==> src/rtl/fsp_pkg.sv <==
package fsp_pkg;
  localparam int unsigned FSP_DATA_W = 10;
  localparam int unsigned FSP_SYNC_STAGES = 2;
  // bit index of each pin inside the synchronizer vector
  localparam int unsigned PIN_SCLK = 0;
  localparam int unsigned PIN_RSYNC = 1;
  localparam int unsigned PIN_TSYNC = 2;
  localparam int unsigned PIN_SDI = 3;
  localparam int unsigned PIN_COUNT = 4;
endpackage

==> src/rtl/fsp_sync.sv <==
module fsp_sync #(
  parameter int unsigned W = 4,
  parameter int unsigned STAGES = 2
) (
  input  logic         clk,
  input  logic         rst_n,
  input  logic [W-1:0] din,
  output logic [W-1:0] q,
  output logic [W-1:0] rise,
  output logic [W-1:0] fall
);
  logic [W-1:0] prev;

  for (genvar g = 0; g < W; g++) begin : g_pin
    logic [STAGES-1:0] chain;
    always_ff @(posedge clk) begin
      if (!rst_n) begin
        chain   <= '0;
        prev[g] <= 1'b0;
      end else begin
        chain   <= {chain[STAGES-2:0], din[g]};
        prev[g] <= chain[STAGES-1];
      end
    end
    assign q[g] = chain[STAGES-1];
  end

  assign rise = q & ~prev;
  assign fall = ~q & prev;
endmodule

==> src/rtl/fsp_frame.sv <==
module fsp_frame #(
  parameter int unsigned DATA_W = 10,
  localparam int unsigned CNT_W = $clog2(DATA_W + 1)
) (
  input  logic              clk,
  input  logic              rst_n,
  input  logic              arm,
  input  logic              sclk_rise,
  input  logic              sclk_fall,
  input  logic              sdi_s,
  input  logic [DATA_W-1:0] snap,
  output logic              sdo,
  output logic [DATA_W-1:0] ctrl_q,
  output logic              ctrl_stb,
  output logic [CNT_W-1:0]  cnt_o,
  output logic              en_o
);
  localparam logic [CNT_W-1:0] CNT_DONE = CNT_W'(DATA_W);
  localparam logic [CNT_W-1:0] CNT_LAST = CNT_W'(DATA_W - 1);

  logic [CNT_W-1:0]  cnt;
  logic              en;
  logic [DATA_W-1:0] tx_sr;
  logic [DATA_W-1:0] rx_sr;

  always_ff @(posedge clk) begin
    if (!rst_n) begin
      cnt      <= CNT_DONE;
      en       <= 1'b0;
      tx_sr    <= '0;
      rx_sr    <= '0;
      ctrl_q   <= '0;
      ctrl_stb <= 1'b0;
    end else begin
      ctrl_stb <= 1'b0;
      if (arm) begin
        cnt   <= '0;
        en    <= 1'b0;
        tx_sr <= snap;
      end else if (cnt != CNT_DONE) begin
        if (sclk_rise && !en) en <= 1'b1;
        if (sclk_fall && en) begin
          tx_sr <= {tx_sr[DATA_W-2:0], 1'b0};
          rx_sr <= {rx_sr[DATA_W-2:0], sdi_s};
          cnt   <= cnt + CNT_W'(1);
          if (cnt == CNT_LAST) begin
            ctrl_q   <= {rx_sr[DATA_W-2:0], sdi_s};
            ctrl_stb <= 1'b1;
            en       <= 1'b0;
          end
        end
      end
    end
  end

  assign sdo   = en & tx_sr[DATA_W-1];
  assign cnt_o = cnt;
  assign en_o  = en;
endmodule

==> src/rtl/framed_serial_port.sv <==
module framed_serial_port
  import fsp_pkg::*;
#(
  parameter int unsigned DATA_W = FSP_DATA_W,
  parameter int unsigned SYNC_STAGES = FSP_SYNC_STAGES,
  localparam int unsigned CNT_W = $clog2(DATA_W + 1)
) (
  input  logic              clk,
  input  logic              rst_n,
  input  logic              sclk,
  input  logic              rsync,
  input  logic              tsync,
  input  logic              sdi,
  output logic              sdo,
  input  logic              res_valid,
  input  logic [DATA_W-1:0] res_data,
  output logic              res_ready,
  output logic [DATA_W-1:0] ctrl_word,
  output logic              ctrl_stb
);
  logic [PIN_COUNT-1:0] pins, pin_q, pin_rise, pin_fall;
  logic [DATA_W-1:0]    hold;
  logic                 arm;
  logic [CNT_W-1:0]     cnt;
  logic                 en;

  assign pins[PIN_SCLK]  = sclk;
  assign pins[PIN_RSYNC] = rsync;
  assign pins[PIN_TSYNC] = tsync;
  assign pins[PIN_SDI]   = sdi;

  fsp_sync #(.W(PIN_COUNT), .STAGES(SYNC_STAGES)) u_sync (
    .clk(clk), .rst_n(rst_n), .din(pins),
    .q(pin_q), .rise(pin_rise), .fall(pin_fall)
  );

  assign res_ready = 1'b1;

  always_ff @(posedge clk) begin
    if (!rst_n) hold <= '0;
    else if (res_valid) hold <= res_data;
  end

  assign arm = pin_rise[PIN_RSYNC] | pin_fall[PIN_TSYNC];

  fsp_frame #(.DATA_W(DATA_W)) u_frame (
    .clk(clk), .rst_n(rst_n), .arm(arm),
    .sclk_rise(pin_rise[PIN_SCLK]), .sclk_fall(pin_fall[PIN_SCLK]),
    .sdi_s(pin_q[PIN_SDI]), .snap(hold),
    .sdo(sdo), .ctrl_q(ctrl_word), .ctrl_stb(ctrl_stb),
    .cnt_o(cnt), .en_o(en)
  );
endmodule

==> config.mk <==
export PLATFORM = sky130hd
export DESIGN_NAME = framed_serial_port
export DESIGN_NICKNAME = d
export VERILOG_FILES = /design/src/rtl/fsp_pkg.sv /design/src/rtl/fsp_sync.sv /design/src/rtl/fsp_frame.sv /design/src/rtl/framed_serial_port.sv
export SDC_FILE = /design/constraint.sdc
export NUM_CORES = 1
export LEC_CHECK = 0
export ABC_AREA = 1
export ABC_CLOCK_PERIOD_IN_PS = 3500
export BUFFER_PORTS_ARGS = -buffer_cell sky130_fd_sc_hd__buf_2
export CAP_MARGIN = 25
export CORE_MARGIN = 4
export CORE_UTILIZATION = 60
export DETAILED_ROUTE_END_ITERATION = 7
export GPL_TIMING_DRIVEN = 0
export PLACE_DENSITY_LB_ADDON = 0.1
export SKIP_LAST_GASP = 1
export SLEW_MARGIN = 20
export SYNTH_ARGS = -nofsm -noshare
export SYNTH_HDL_FRONTEND = slang
export SYNTH_SLANG_ARGS = --single-unit
export TNS_END_PERCENT = 50
==> constraint.sdc <==
create_clock -name clk -period 3.5 [get_ports clk]
set_input_delay 0.7 -clock clk [delete_from_list [all_inputs] [get_ports clk]]
set_output_delay 0.7 -clock clk [all_outputs]
set_load 0.005 [all_outputs]
# [Yosys cells after proc, flatten, opt, wreduce, memory -nomap -nowiden]
# Cells that the tools add are included.
[word_totals] reg_bits=56
[op_classes] n_eq_ne=2 n_mux=10 bitwise_logic=10 n_addsub=1 n_reduce_logical=11
[ops] operator="2-to-1 mux 10 bit" count=3
[ops] operator="2-to-1 mux 4 bit" count=3
[ops] operator="adder 4 x 1 -> 4 bit, second input constant" count=1
[ops] operator="== test 4 bit, second input constant" count=1
[ops] operator="2-to-1 mux 1 bit" count=4
[ops] operator="!= test 4 bit, second input constant" count=1
[ops] operator="NOT 1 bit" count=4
[ops] operator="AND reduction 2 bit" count=2
[ops] operator="AND reduction 4 bit" count=1
[ops] operator="nonzero test 2 bit" count=2
[ops] operator="OR reduction 4 bit" count=1
[ops] operator="bitwise AND 3 bit" count=1
[ops] operator="NOT 3 bit" count=1
[ops] operator="AND reduction 3 bit" count=1
[ops] operator="bitwise AND 2 bit" count=1
[ops] operator="logical AND 1 bit" count=2
[ops] operator="NOT 2 bit" count=1
[ops] operator="OR reduction 2 bit" count=1
[ops] operator="bitwise AND 1 bit" count=1
[ops] operator="logical NOT 1 bit" count=1
[ops] operator="OR 1 bit" count=1

# [Longest topological paths before layout]
[depth] word_depth=6 depth_mapped=9 ltp_nobuf=9

# [Modules after synthesis]
# Synthesis repeated with hierarchy kept, for this count alone.
[hier_totals] cells_unflattened=329 hier_area_um2=2373.5
[modules_own_cells] module="fsp_frame" area_each_um2=1512.7 cells_per_inst=206 n_inst=1
[modules_own_cells] module="fsp_sync" area_each_um2=431.7 cells_per_inst=57 n_inst=1
[modules_own_cells] module="framed_serial_port" area_each_um2=429.2 cells_per_inst=66 n_inst=1

# [Least setup slack after synthesis]
# OpenSTA, ideal clock, no wires.
[synth_path] path_type="input to register" startpoint="input rst_n" endpoint="register u_frame.cnt[1], in the netlist u_frame.cnt_o[1]" setup_slack_ps=2071 path_buffers=2 stages=3 arrival_time_ps=1291 required_time_ps=3362 setup_time_ps=138 cell_sequence="clkbuf_1 clkbuf_1 o211ai_1"
[synth_lines] item="start: declaration" line="framed_serial_port.sv:9" rtl="input logic rst_n,"
[synth_lines] item="end signal: assignment" line="fsp_frame.sv:45" rtl="cnt <= cnt + CNT_W'(1);"
[synth_lines] item="end: declaration" line="fsp_frame.sv:21" rtl="logic [CNT_W-1:0] cnt;"
# No word-level cell between the ends.

# [Final worst setup path]
[layout_path] startpoint="register u_frame.tx_sr[9]" endpoint="output sdo"
[layout_between] elab_chain_cells=1
[layout_rtl] item="start: declaration" line="fsp_frame.sv:23" rtl="logic [DATA_W-1:0] tx_sr;"
[layout_rtl] item="start signal: assignment" line="fsp_frame.sv:39" rtl="tx_sr <= snap;"
[layout_rtl] item="start signal: assignment" line="fsp_frame.sv:43" rtl="tx_sr <= {tx_sr[DATA_W-2:0], 1'b0};"
[layout_rtl] item="bitwise AND 1 bit" line="fsp_frame.sv:56" rtl="assign sdo = en & tx_sr[DATA_W-1];"
[layout_rtl] item="end: declaration" line="framed_serial_port.sv:14" rtl="output logic sdo,"
# No other way between the ends.

==> flow_metrics.py <==
metrics = {
    "status": {
        "status": "complete, no violations",
    },
    "floorplanning": {
        "io_pins": 30,
        "rows": 22,
        "dieArea_mm2": 0.00492,
        "design.core.area_mm2": 0.00369,
        "start_util": 0.629,
        "dieHeight_um": 70.2,
        "die_w_um": 70.2,
    },
    "critical_path": {
        "path_cells": "nand2_1 -> inv_1 -> buf_2",
        "worst_r2r_path_depth": 9,
        "crit_end": "sdo",
        "r2r-start": "u_frame.cnt_o[0]",
        "reg2reg_slack_ns": 2.04,
        "critical_path_required_ns": 2.80,
        "cp_slowest_stage_delay_ns": 0.37,
        "worstReg2RegEnd": "u_frame.cnt_o[3]",
        "cp-start-kind": "flop",
        "critPathMaxFanout": 2,
        "cp-end-kind": "output pin",
        "cp_slowest_cell": "dfxtp_1",
        "arrival_ns": 0.87,
        "crit_start": "u_frame.tx_sr[9]",
        "crit_type": "reg -> out",
    },
    "clock_tree": {
        "cts_tree": "built",
        "cts_root_buffer": "clkbuf_8",
        "cts-buffers-inserted": 5,
        "cts_setup_buffers": 0,
        "clock_sinks": 56,
        "hold_buffers": 0,
        "htreeDepth": 2,
        "ctsResizeCount": 0,
        "clk_pin_slew_ns": 0.09,
        "clock_path_buffers": 2,
        "clock_latency_ns": 0.30,
    },
    "place": {
        "portBuffers": 27,
        "placed_cells": 380,
        "hpwl_um": 3030,
        "gp_congestion": 0.831,
    },
    "synthesis": {
        "seq_area_frac_synth": 0.484,
        "syn-cell-area_mm2": 0.00232,
        "yosysWarnings": 0,
        "synth.avg_cell_area_um2": 7.60,
        "syn_inst": 305,
        "synth-seq-cells": 56,
        "post_synth_num_cell_types": 28,
        "syn-num-nets": 325,
    },
    "global_routing": {
        "grt_overflow": 0,
        "track_usage": 0.180,
        "grt_pass1_wl_um": 7280,
        "grt_pass1_vias": 1753,
        "grt_max_degree": 16,
        "grt_antenna_before_repair": 0,
    },
    "timing": {
        "rsz0062_at_grt": "false",
        "tns_ns": 0,
        "fin_crit_sh": 0.449,
        "fin_crit_ns": 1.57,
        "slew_headroom": 0.666,
        "tightest_slew_ns": 0.501,
        "fmax_ghz": 0.636,
        "hold_viol": 0,
        "setup_viol": 0,
        "slew_violations": 0,
        "final.setup_skew_ns": 0.00635,
        "hold_ws_ns": 0.423,
    },
    "layout": {
        "final_nets": 359,
        "final_cell_mix": "nand2_1 (65), nor2_1 (56), dfxtp_1 (56)",
        "n_antenna_cell": 0,
        "fin_cells": 387,
        "drive_gt1_frac": 0.174,
        "final_common_cell": "nand2_1",
        "syn_to_final_growth_pct": 12.6,
        "fillCellCount": 336,
    },
    "power_and_ir_drop": {
        "power_density_mw_per_mm2": 422,
        "p_total_mw": 1.10,
        "power.leakage_nw": 1.33,
        "ir_worst_vdd_mv": 0.245,
    },
    "run": {
        "cap_violations": 0,
    },
    "worst_hold_path": {
        "hp-class": "reg -> reg",
    },
    "detailed_routing": {
        "drc_errors": 0,
        "totalWireLength_um": 4270,
        "postRouteAntennaNets": 0,
        "via_count": 1897,
        "dr.pass1.iters": 4,
        "wl_per_cell_um": 11.0,
        "routed_via_density": 4.90,
        "drtIter0Drc": 82,
    },
}
[logic make-up after synthesis]
group | Yosys count | synth area share
DFF | 56 | 0.484
buffers and inverters | 45 | 0.100
adders and majority gates | 3 | 0.0162
AOI/OAI and AO/OA | 38 | 0.0836
other | 1 | 0.00162
xor gates and xnor gates | 1 | 0.00378
and+or+nand+nor | 161 | 0.311
[cells in the mapped netlist, drive strengths merged]
cell	number	area, µm²
dfxtp	56	1120
buf	9	95.1
clkinv	1	3.75
nand3	24	125
or2	1	6.26
ha	3	37.5
conb	1	3.75
inv	30	115
a31oi	1	6.26
nand2	71	302
nand3b	5	37.5
o211ai	1	7.51
clkbuf	5	18.8
xor2	1	8.76
nor2	60	250
o21ai	19	95.1
a21oi	17	85.1
[stage by stage]
stage                     setup slack, ns  instance area, µm²   util
after floorplan                      2.07                2320      -
after global placement               1.76                2510  0.681
after detailed placement             1.76                2510  0.681
final                                1.93                2610  0.708
after global routing                 1.88                2610  0.708
after CTS                            1.93                2610  0.708
[worst min-delay path by stage]
stage / cells after the start / from / endpoint / slack, ns
2_1_floorplan: 2 / u_sync.g_pin[0].chain[0] / u_sync.g_pin[0].chain[1] / 0.39
3_3_place_gp: 2 / u_sync.g_pin[3].chain[0] / u_sync.g_pin[3].chain[1] / 0.39
3_5_place_dp: 2 / u_sync.g_pin[3].chain[0] / u_sync.g_pin[3].chain[1] / 0.40
4_1_cts: 2 / u_sync.g_pin[0].chain[0] / u_sync.g_pin[0].chain[1] / 0.43
5_1_grt: 2 / u_sync.g_pin[2].chain[0] / u_sync.g_pin[2].chain[1] / 0.44
6_report: 2 / u_sync.g_pin[3].chain[0] / u_sync.g_pin[3].chain[1] / 0.42
[power by group]
part | switching, mW | total, mW | leakage [nW] | internal, mW
Combinational | 0.0444 | 0.0716 | 0.824 | 0.0272
Clock | 0.191 | 0.368 | 0.0503 | 0.177
Sequential | 0.00883 | 0.662 | 0.456 | 0.653
Total | 0.244 | 1.10 | 1.33 | 0.857
[routing by layer]
| layer | vias up | routed length, µm | track usage |
|---|---|---|---|
| li1 | 1013 | - | - |
| met2 | 33 | 1930 | 0.289 |
| met5 | - | 0 | 0 |
| met3 | 8 | 186 | 0.0345 |
| met4 | 0 | 62 | 0.0787 |
| met1 | 843 | 2090 | 0.234 |
[sequential cells by signal (all words and copies together) (netlist names)]
name / cells
u_frame.rx_sr: 9
u_frame.tx_sr: 10
u_frame.ctrl_q: 10
u_frame.ctrl_stb: 1
u_frame.en_o: 1
u_frame.cnt_o: 4
hold: 10
u_sync.prev: 3
u_sync.g_pin.chain: 8
[worst max-delay path, delay by kind of cell, from the launching register on]
kind	cells	cell delay (ns)
buffers and inverters	2	0.13
flip-flops	1	0.37
AND/OR/NAND/NOR	1	0.06
[layout make-up]
class	instances	area, µm²	share of cell area
sequential	56	1120	0.430
multi-input combinational	204	965	0.370
timing repair buffer	27	135	0.0518
inverter	31	119	0.0455
buffer	14	114	0.0436
clock buffer	7	96.3	0.0369
tap	48	60.1	0.0230
No activity file was read; power rests on OpenSTA's default activity.
